File: config.mk
export PLATFORM = sky130hd
export DESIGN_NAME = serial_shifter3w
export DESIGN_NICKNAME = d
export VERILOG_FILES = /design/src/rtl/sshift_pkg.sv /design/src/rtl/sshift_ctrl.sv /design/src/rtl/sshift_dp.sv /design/src/rtl/serial_shifter3w.sv
export SDC_FILE = /design/constraint.sdc
export NUM_CORES = 1
export LEC_CHECK = 0
export BUFFER_PORTS_ARGS = -buffer_cell sky130_fd_sc_hd__buf_4
export CORE_MARGIN = 2
export CORE_UTILIZATION = 42
export DETAILED_ROUTE_END_ITERATION = 10
export GPL_TIMING_DRIVEN = 1
export HOLD_SLACK_MARGIN = 0.15
export PLACE_DENSITY = 0.74
export SYNTH_ARGS = -nofsm -noshare
export SYNTH_HDL_FRONTEND = slang
export SYNTH_HIERARCHICAL = 1
export SYNTH_SLANG_ARGS = --single-unit
File: constraint.sdc
create_clock -name clk -period 1.75 [get_ports clk]
set_input_delay 0.35 -clock clk [delete_from_list [all_inputs] [get_ports clk]]
set_output_delay 0.35 -clock clk [all_outputs]
set_load 0.02 [all_outputs]
File: src/rtl/sshift_pkg.sv
package sshift_pkg;

  // Clock source selection; encoding is fixed by requirement R2
  typedef enum logic [1:0] {
    SRC_OFF   = 2'b00,
    SRC_PIN   = 2'b01,
    SRC_TIMER = 2'b10,
    SRC_SOFT  = 2'b11
  } clkSrcE;

  // Strobes from control to datapath
  typedef struct packed {
    logic sampleNow;
    logic shiftNow;
    logic diBit;
  } shStrobeT;

endpackage

File: src/rtl/sshift_ctrl.sv
module sshift_ctrl
  import sshift_pkg::*;
#(
  parameter int SYNC_STAGES = 2,
  parameter int CNT_W       = 4
) (
  input  logic             clk,
  input  logic             rstN,
  input  logic             sckIn,
  input  logic             diIn,
  input  logic [1:0]       srcSel,
  input  logic             sampleFall,
  input  logic             swToggle,
  input  logic             timerMatch,
  input  logic             cntWr,
  input  logic [CNT_W-1:0] cntWrData,
  input  logic             ovfClr,
  output logic             sckOut,
  output logic [CNT_W-1:0] cntOut,
  output logic             ovfFlag,
  output shStrobeT         strobes
);

  logic [SYNC_STAGES-1:0] sckChain;
  logic [SYNC_STAGES-1:0] diChain;
  logic                   sckPrev;
  logic                   sckSync;
  logic                   pinRise;
  logic                   pinFall;
  logic                   step;
  logic                   rising;
  logic                   genMode;
  logic [CNT_W-1:0]       cnt;
  logic                   sckReg;
  logic                   ovfReg;
  clkSrcE                 src;

  assign src = clkSrcE'(srcSel);

  // Input synchronizers for the pin clock and data
  always_ff @(posedge clk or negedge rstN) begin
    if (!rstN) begin
      sckChain <= '0;
      diChain  <= '0;
      sckPrev  <= 1'b0;
    end else begin
      sckChain <= {sckChain[SYNC_STAGES-2:0], sckIn};
      diChain  <= {diChain[SYNC_STAGES-2:0], diIn};
      sckPrev  <= sckChain[SYNC_STAGES-1];
    end
  end

  assign sckSync = sckChain[SYNC_STAGES-1];
  assign pinRise = sckSync & ~sckPrev;
  assign pinFall = ~sckSync & sckPrev;

  // Step source multiplexer
  always_comb begin
    step    = 1'b0;
    rising  = 1'b0;
    genMode = 1'b0;
    unique case (src)
      SRC_PIN: begin
        step   = pinRise | pinFall;
        rising = pinRise;
      end
      SRC_TIMER: begin
        step    = timerMatch;
        rising  = ~sckReg;
        genMode = 1'b1;
      end
      SRC_SOFT: begin
        step    = swToggle;
        rising  = ~sckReg;
        genMode = 1'b1;
      end
      default: ;
    endcase
  end

  // Generated clock, edge counter and overflow flag
  always_ff @(posedge clk or negedge rstN) begin
    if (!rstN) begin
      sckReg <= 1'b0;
      cnt    <= '0;
      ovfReg <= 1'b0;
    end else begin
      if (step && genMode) sckReg <= ~sckReg;
      if (cntWr)      cnt <= cntWrData;
      else if (step)  cnt <= cnt + 1'b1;
      if (step && !cntWr && (cnt == '1)) ovfReg <= 1'b1;
      else if (ovfClr)                   ovfReg <= 1'b0;
    end
  end

  assign strobes.sampleNow = step & (rising ^ sampleFall);
  assign strobes.shiftNow  = step & ~(rising ^ sampleFall);
  assign strobes.diBit     = diChain[SYNC_STAGES-1];

  assign sckOut  = sckReg;
  assign cntOut  = cnt;
  assign ovfFlag = ovfReg;

endmodule

File: src/rtl/sshift_dp.sv
module sshift_dp
  import sshift_pkg::*;
#(
  parameter int DATA_W = 8
) (
  input  logic              clk,
  input  logic              rstN,
  input  shStrobeT          strobes,
  input  logic              shWr,
  input  logic [DATA_W-1:0] shWrData,
  output logic [DATA_W-1:0] shiftOut,
  output logic              doOut
);

  logic [DATA_W-1:0] shReg;
  logic              sampleBit;

  always_ff @(posedge clk or negedge rstN) begin
    if (!rstN) begin
      shReg     <= '0;
      sampleBit <= 1'b0;
    end else begin
      if (strobes.sampleNow) sampleBit <= strobes.diBit;
      if (shWr)                  shReg <= shWrData;
      else if (strobes.shiftNow) shReg <= {shReg[DATA_W-2:0], sampleBit};
    end
  end

  assign shiftOut = shReg;
  assign doOut    = shReg[DATA_W-1];

endmodule

File: src/rtl/serial_shifter3w.sv
module serial_shifter3w
  import sshift_pkg::*;
#(
  parameter  int DATA_W      = 8,
  parameter  int SYNC_STAGES = 2,
  localparam int CNT_W       = $clog2(2 * DATA_W)
) (
  input  logic              clk,
  input  logic              rstN,
  input  logic              sckIn,
  input  logic              diIn,
  input  logic [1:0]        srcSel,
  input  logic              sampleFall,
  input  logic              swToggle,
  input  logic              timerMatch,
  input  logic              shWr,
  input  logic [DATA_W-1:0] shWrData,
  input  logic              cntWr,
  input  logic [CNT_W-1:0]  cntWrData,
  input  logic              ovfClr,
  output logic              sckOut,
  output logic              doOut,
  output logic [DATA_W-1:0] shiftOut,
  output logic [CNT_W-1:0]  cntOut,
  output logic              ovfFlag
);

  shStrobeT strobes;

  sshift_ctrl #(.SYNC_STAGES(SYNC_STAGES), .CNT_W(CNT_W)) i_ctrl (
    .clk(clk), .rstN(rstN), .sckIn(sckIn), .diIn(diIn), .srcSel(srcSel),
    .sampleFall(sampleFall), .swToggle(swToggle), .timerMatch(timerMatch),
    .cntWr(cntWr), .cntWrData(cntWrData), .ovfClr(ovfClr),
    .sckOut(sckOut), .cntOut(cntOut), .ovfFlag(ovfFlag), .strobes(strobes)
  );

  sshift_dp #(.DATA_W(DATA_W)) i_dp (
    .clk(clk), .rstN(rstN), .strobes(strobes), .shWr(shWr),
    .shWrData(shWrData), .shiftOut(shiftOut), .doOut(doOut)
  );

endmodule

# Word level (Yosys, flattened, before mapping)
# Index checks and enable logic that the tools add are counted.
[op_classes]
addsub = 1
n_reduce_logical = 8
bitwise_logic = 10
shift = 0
magnitude_cmp = 0
mul = 0
muxes = 9
eq_ne = 4
div_mod_pow = 0
[ops]
columns = ["op", "count"]
rows = [
  ["8-bit two-way mux", 2],
  ["4-bit two-way mux", 2],
  ["2-bit nonzero test", 3],
  ["4-bit by 1-bit adder with 4-bit output (second input constant)", 1],
  ["1-bit AND", 4],
  ["2-bit equality test (second input constant)", 2],
  ["4-bit equality test (second input constant)", 1],
  ["1-bit inverter", 4],
  ["1-bit logical AND", 3],
  ["1-bit two-way mux", 3],
  ["1-bit case mux with 3 select lines", 1],
  ["2-bit by 1-bit equality test with 1-bit output (second input constant)", 1],
  ["1-bit case mux with 2 select lines", 1],
  ["2-bit OR reduction", 1],
  ["1-bit zero test", 1],
  ["1-bit bitwise OR", 1],
  ["1-bit XOR", 1],
]
[totals]
word_cells = 40
inputBits = 24
ram_bits = 0
rom_bits = 0
latchBits = 0
regBits = 20
output_inout_bits = 15
mem_count = 0

# Depth between registers and ports, before layout
[depth]
word_depth = 8
ltp_mapped = 9
depth_no_buf = 8

# By module
# Netlist, hierarchy kept.
[modules_own_cells]
columns = ["module", "n_inst", "cells_each", "seq_area_each_um2", "area_each_um2"]
rows = [
  ["sshift_ctrl", 1, 48, 275.3, 535.5],
  ["sshift_dp", 1, 37, 225.2, 416.6],
]

# Least setup slack after synthesis
# Ideal clock, no wire load.
[synth_path]
path_kind = "reg-to-reg"
from = "register i_ctrl.sckChain[1]"
to = "register i_dp.shReg[3], in the netlist i_dp/shiftOut[3]"
t_required_ns = 1.629
setup_ns = 0.121
t_arrival_ns = 1.562
n_path_buf = 1
period_less_slack_ns = 1.683
path_slack_ns = 0.067
path_stages_with_launch = 8
cell_sequence = "dfrtp_1 ha_1 nand2b_2 a31oi_4 and2b_2 buf_6 mux2i_1 o21ai_1"
[synth_lines]
columns = ["element", "line", "text"]
rows = [
  ["start: declaration", "sshift_ctrl.sv:24", "logic [SYNC_STAGES-1:0] sckChain;"],
  ["start signal: assignment", "sshift_ctrl.sv:47", "sckChain <= {sckChain[SYNC_STAGES-2:0], sckIn};"],
  ["end signal: assignment", "sshift_dp.sv:24", "if (shWr) shReg <= shWrData;"],
  ["end signal: assignment", "sshift_dp.sv:25", "else if (strobes.shiftNow) shReg <= {shReg[DATA_W-2:0], sampleBit};"],
  ["end: declaration", "sshift_dp.sv:15", "logic [DATA_W-1:0] shReg;"],
]

==> impl_metrics.toml <==
[timing]
drv_slew = 0
min_period_ns = 1.65
finalSetupViolCount = 0
final-hold-violation-count = 0
fin_skew_ns = 0.00177
setup-tns-final_ns = 0
timing_worst_slew_pin_value_ns = 0.240
post-route-worst-setup-slack_ns = 0.101
grt_setup_unrepaired = "false"
period_share_pct = 94.2
slew_headroom_pct = 84.0
achievable-frequency_mhz = 607

[setup_path]
timing.critical_path.fanout_max = 8
cp.required_ns = 1.94
critical_path.n_buffers_inverters = 1
path_cells = "inv_1 > ha_2 > nand2_2 > mux2i_4 > xnor2_2 > and2b_4 > mux2i_1 > o21ai_1"
worstSetupPathType = "reg -> reg"
worst_r2r_startpoint = "i_ctrl/sckPrev"
worstRegToRegCells = 8
critPathTopFamily = "multiplexers"
worst_setup_path_end_kind = "register"
startpoint_type = "register"
rrSetupSlack_ns = 0.10
cpMaxStageDelayCell = "dfrtp_1"
worstPathArrival_ns = 1.84
regToRegEndpoint = "i_dp/shiftOut[1]"
cpPeakStageDelay_ns = 0.38

[clocking]
clk_pin_slew_ns = 0.10
cts_made_buffers = 3
ctsHtreeMaxLevel = 1
max-clock-path-buffers = 2
clock_tree.root_cell = "clkbuf_4"
cts_num_sinks = 20
tritoncts = "yes"
clock_latency_at_the_later_pin_of_the_worst_skew_pair_ns = 0.29

[hold_path]
worst_hold_startpoint = "ovfClr"
timing.hold.worst_path_depth = 2
worst_hold_path.endpoint = "i_ctrl/ovfFlag"
holdCritPathClass = "in -> reg"

[run_status]
run_status = "finished clean"

[floorplanning]
placement_rows = 17
start_util_pct = 43.9
ios = 39
core_region_area_um2 = 2170
floorplan.die.height_um = 51.6
die-area_um2 = 2660
die_w_um = 51.6

[route]
avgViaCountPerCell = 4.69
wirelength_mm = 1.74
first_iter_violations = 5
antenna_violating_nets_post_route = 0
wire_per_inst_um = 11.3
drt_pass1_iterations = 4
detailroute.via_count = 723
drc_errors = 0

[finish]
area.growth.synth_to_final_pct = 38.8
antenna_cells_inserted = 0
final_net_count = 154
nFillCells = 186
layout.cells.non_filler = 154
layout.cells.most_common_list = "39 x buf_4, 20 x dfrtp_1, 12 x nand2_1"
drive_above_1_share_pct = 41.3
post-route-util_pct = 60.9
layout_commonest_cell = "buf_4"

[global_routing]
largest_net_degree_at_the_start_of_global_routing = 21
grt_resource_usage_total_pct = 14.4
grt_util_met3_pct = 2.87
grt.busiest_layer = "met2"
first_global_vias = 675
met2_track_demand_over_resource_in_global_routing_pct = 23.7
grt_first_pass_wirelength_mm = 2.88
antenna_found_initial = 0
gr-usage-met1_pct = 18.8
grt.overflow.total = 0

[yosys]
synth_largest_type_area_fraction_pct = 52.6
syn_inst = 85
average_size_of_a_mapped_cell_um2 = 11.2
synth_fp_nets = 111
yosys_warnings = 6
yosys_register_bits = 20
yosysUniqueCellTypes = 25
syn-cell-area_um2 = 952
synth_area_leader_cell = "dfrtp_1"
synth_sequential_area_ratio_pct = 52.6
netlist_top_cells_area = "dfrtp_1 53%, mux2i_1 12%, nand2_1 5.1%"

[placed_design]
hpwl_mm = 1.35
preCtsSetupSlack_ns = 0.0360
gp_routability_congestion = 0.767
buffer_ports.inserted = 38
place_inst = 148

[power_and_ir_drop]
p_leak_nw = 0.626
vdd.ir_drop.worst_v = 0.000544
power.density_nw_per_um2 = 926
total_power_mw = 1.22

[job]
maxCapViolCount = 0
==> layout make-up <==
| class | instances | area (um^2) | area share, % |
|---|---|---|---|
| inverters | 4 | 15.0 | 1.14 |
| multi-input cells | 57 | 425 | 32.2 |
| repair buffers | 42 | 323 | 24.4 |
| clock buffers | 3 | 22.5 | 1.70 |
| well taps | 28 | 35.0 | 2.65 |
| flip-flops and latches | 20 | 500 | 37.9 |
==> cells by family (layout without fill, tap and decap cells) <==
logic type      count (synthesis)  in the layout  share of synthesized area (%)
buf+inv                         8             49                           5.52
xor+xnor                        3              3                           2.76
flops                          20             20                           52.6
compound gates                 15             15                           10.1
fa+ha+maj                       2              2                           2.63
mux                            13             13                           13.9
simple gates                   24             24                           12.5
==> timing repair <==
action | 4_1_cts | 5_1_grt
endpoints found under the hold margin | 22 | 0
setup buffers | 0 | 0
hold buffers | 3 | 0
gates resized for setup | 0 | 6
endpoints found under the setup margin | 0 | 8
==> synth_stat cells <==
cell type	instances
nor2_1	2
or3_1	1
nand2b_2	1
and3b_2	1
a31oi_1	1
xor2_1	1
inv_1	4
a31oi_4	1
a22oi_1	1
o21ai_0	2
xnor2_1	2
nand3_1	2
dfrtp_1	20
mux2_2	2
o22ai_1	1
nor3_1	1
or2b_1	1
o21ai_1	9
buf_6	2
mux2i_1	11
ha_1	2
nor2b_1	1
nand2_1	13
and2b_2	1
buf_4	2
==> power breakdown <==
part / total, mW / internal (mW) / switching (mW)
clock network: 0.208 / 0.0801 / 0.128
registers: 0.594 / 0.532 / 0.0625
logic: 0.421 / 0.219 / 0.202
==> flip-flops by register name, indices dropped and copies added, names as in the netlist <==
name / flops
i_dp/shiftOut: 8
i_ctrl/cntOut: 4
i_ctrl/diChain: 2
i_ctrl/sckChain: 2
i_ctrl/ovfFlag: 1
i_ctrl/sckOut: 1
i_ctrl/sckPrev: 1
i_dp/sampleBit: 1
==> through the flow <==
stage | hold slack (ns) | area [um^2]
final | 0.235 | 1320
after global routing | 0.219 | 1320
after CTS | 0.225 | 1290
after detailed placement | 0.239 | 1240
after global placement | 0.241 | 1240
after floorplan | 0.0544 | 952
==> worst register-to-register path, delay by kind of cell (launching register included) <==
kind,cells,cell delay (ns)
AO/OA/AOI/OAI,1,0.07
buffers and inverters,1,0.06
AND/OR/NAND/NOR,2,0.34
flip-flops,1,0.38
XOR/XNOR,1,0.15
adder cells (fa/ha/maj),1,0.16
multiplexers,2,0.39
==> worst max path at each step <==
| stage | startpoint | end | slack, ns | cells after the start |
|---|---|---|---|---|
| finish | i_ctrl/sckPrev | i_dp/shiftOut[1] | 0.10 | 8 |
| CTS | i_ctrl/sckPrev | i_dp/shiftOut[1] | 0.02 | 8 |
| floorplan | i_ctrl/sckChain[1] | i_dp/shiftOut[3] | 0.07 | 7 |
| global route | i_ctrl/sckPrev | i_dp/shiftOut[7] | 0.007 | 8 |
| global placement | i_ctrl/sckPrev | i_dp/shiftOut[1] | 0.09 | 8 |
| detailed placement | i_ctrl/sckPrev | i_dp/shiftOut[1] | 0.04 | 8 |
==> per-layer routing <==
metal | wire length [um] | up-vias
met2 | 834 | 20
met4 | 0 | 0
li1 | - | 369
met5 | 0 | -
met1 | 815 | 334
met3 | 90 | 0
Note: power is estimated with default switching activity, not from simulation.
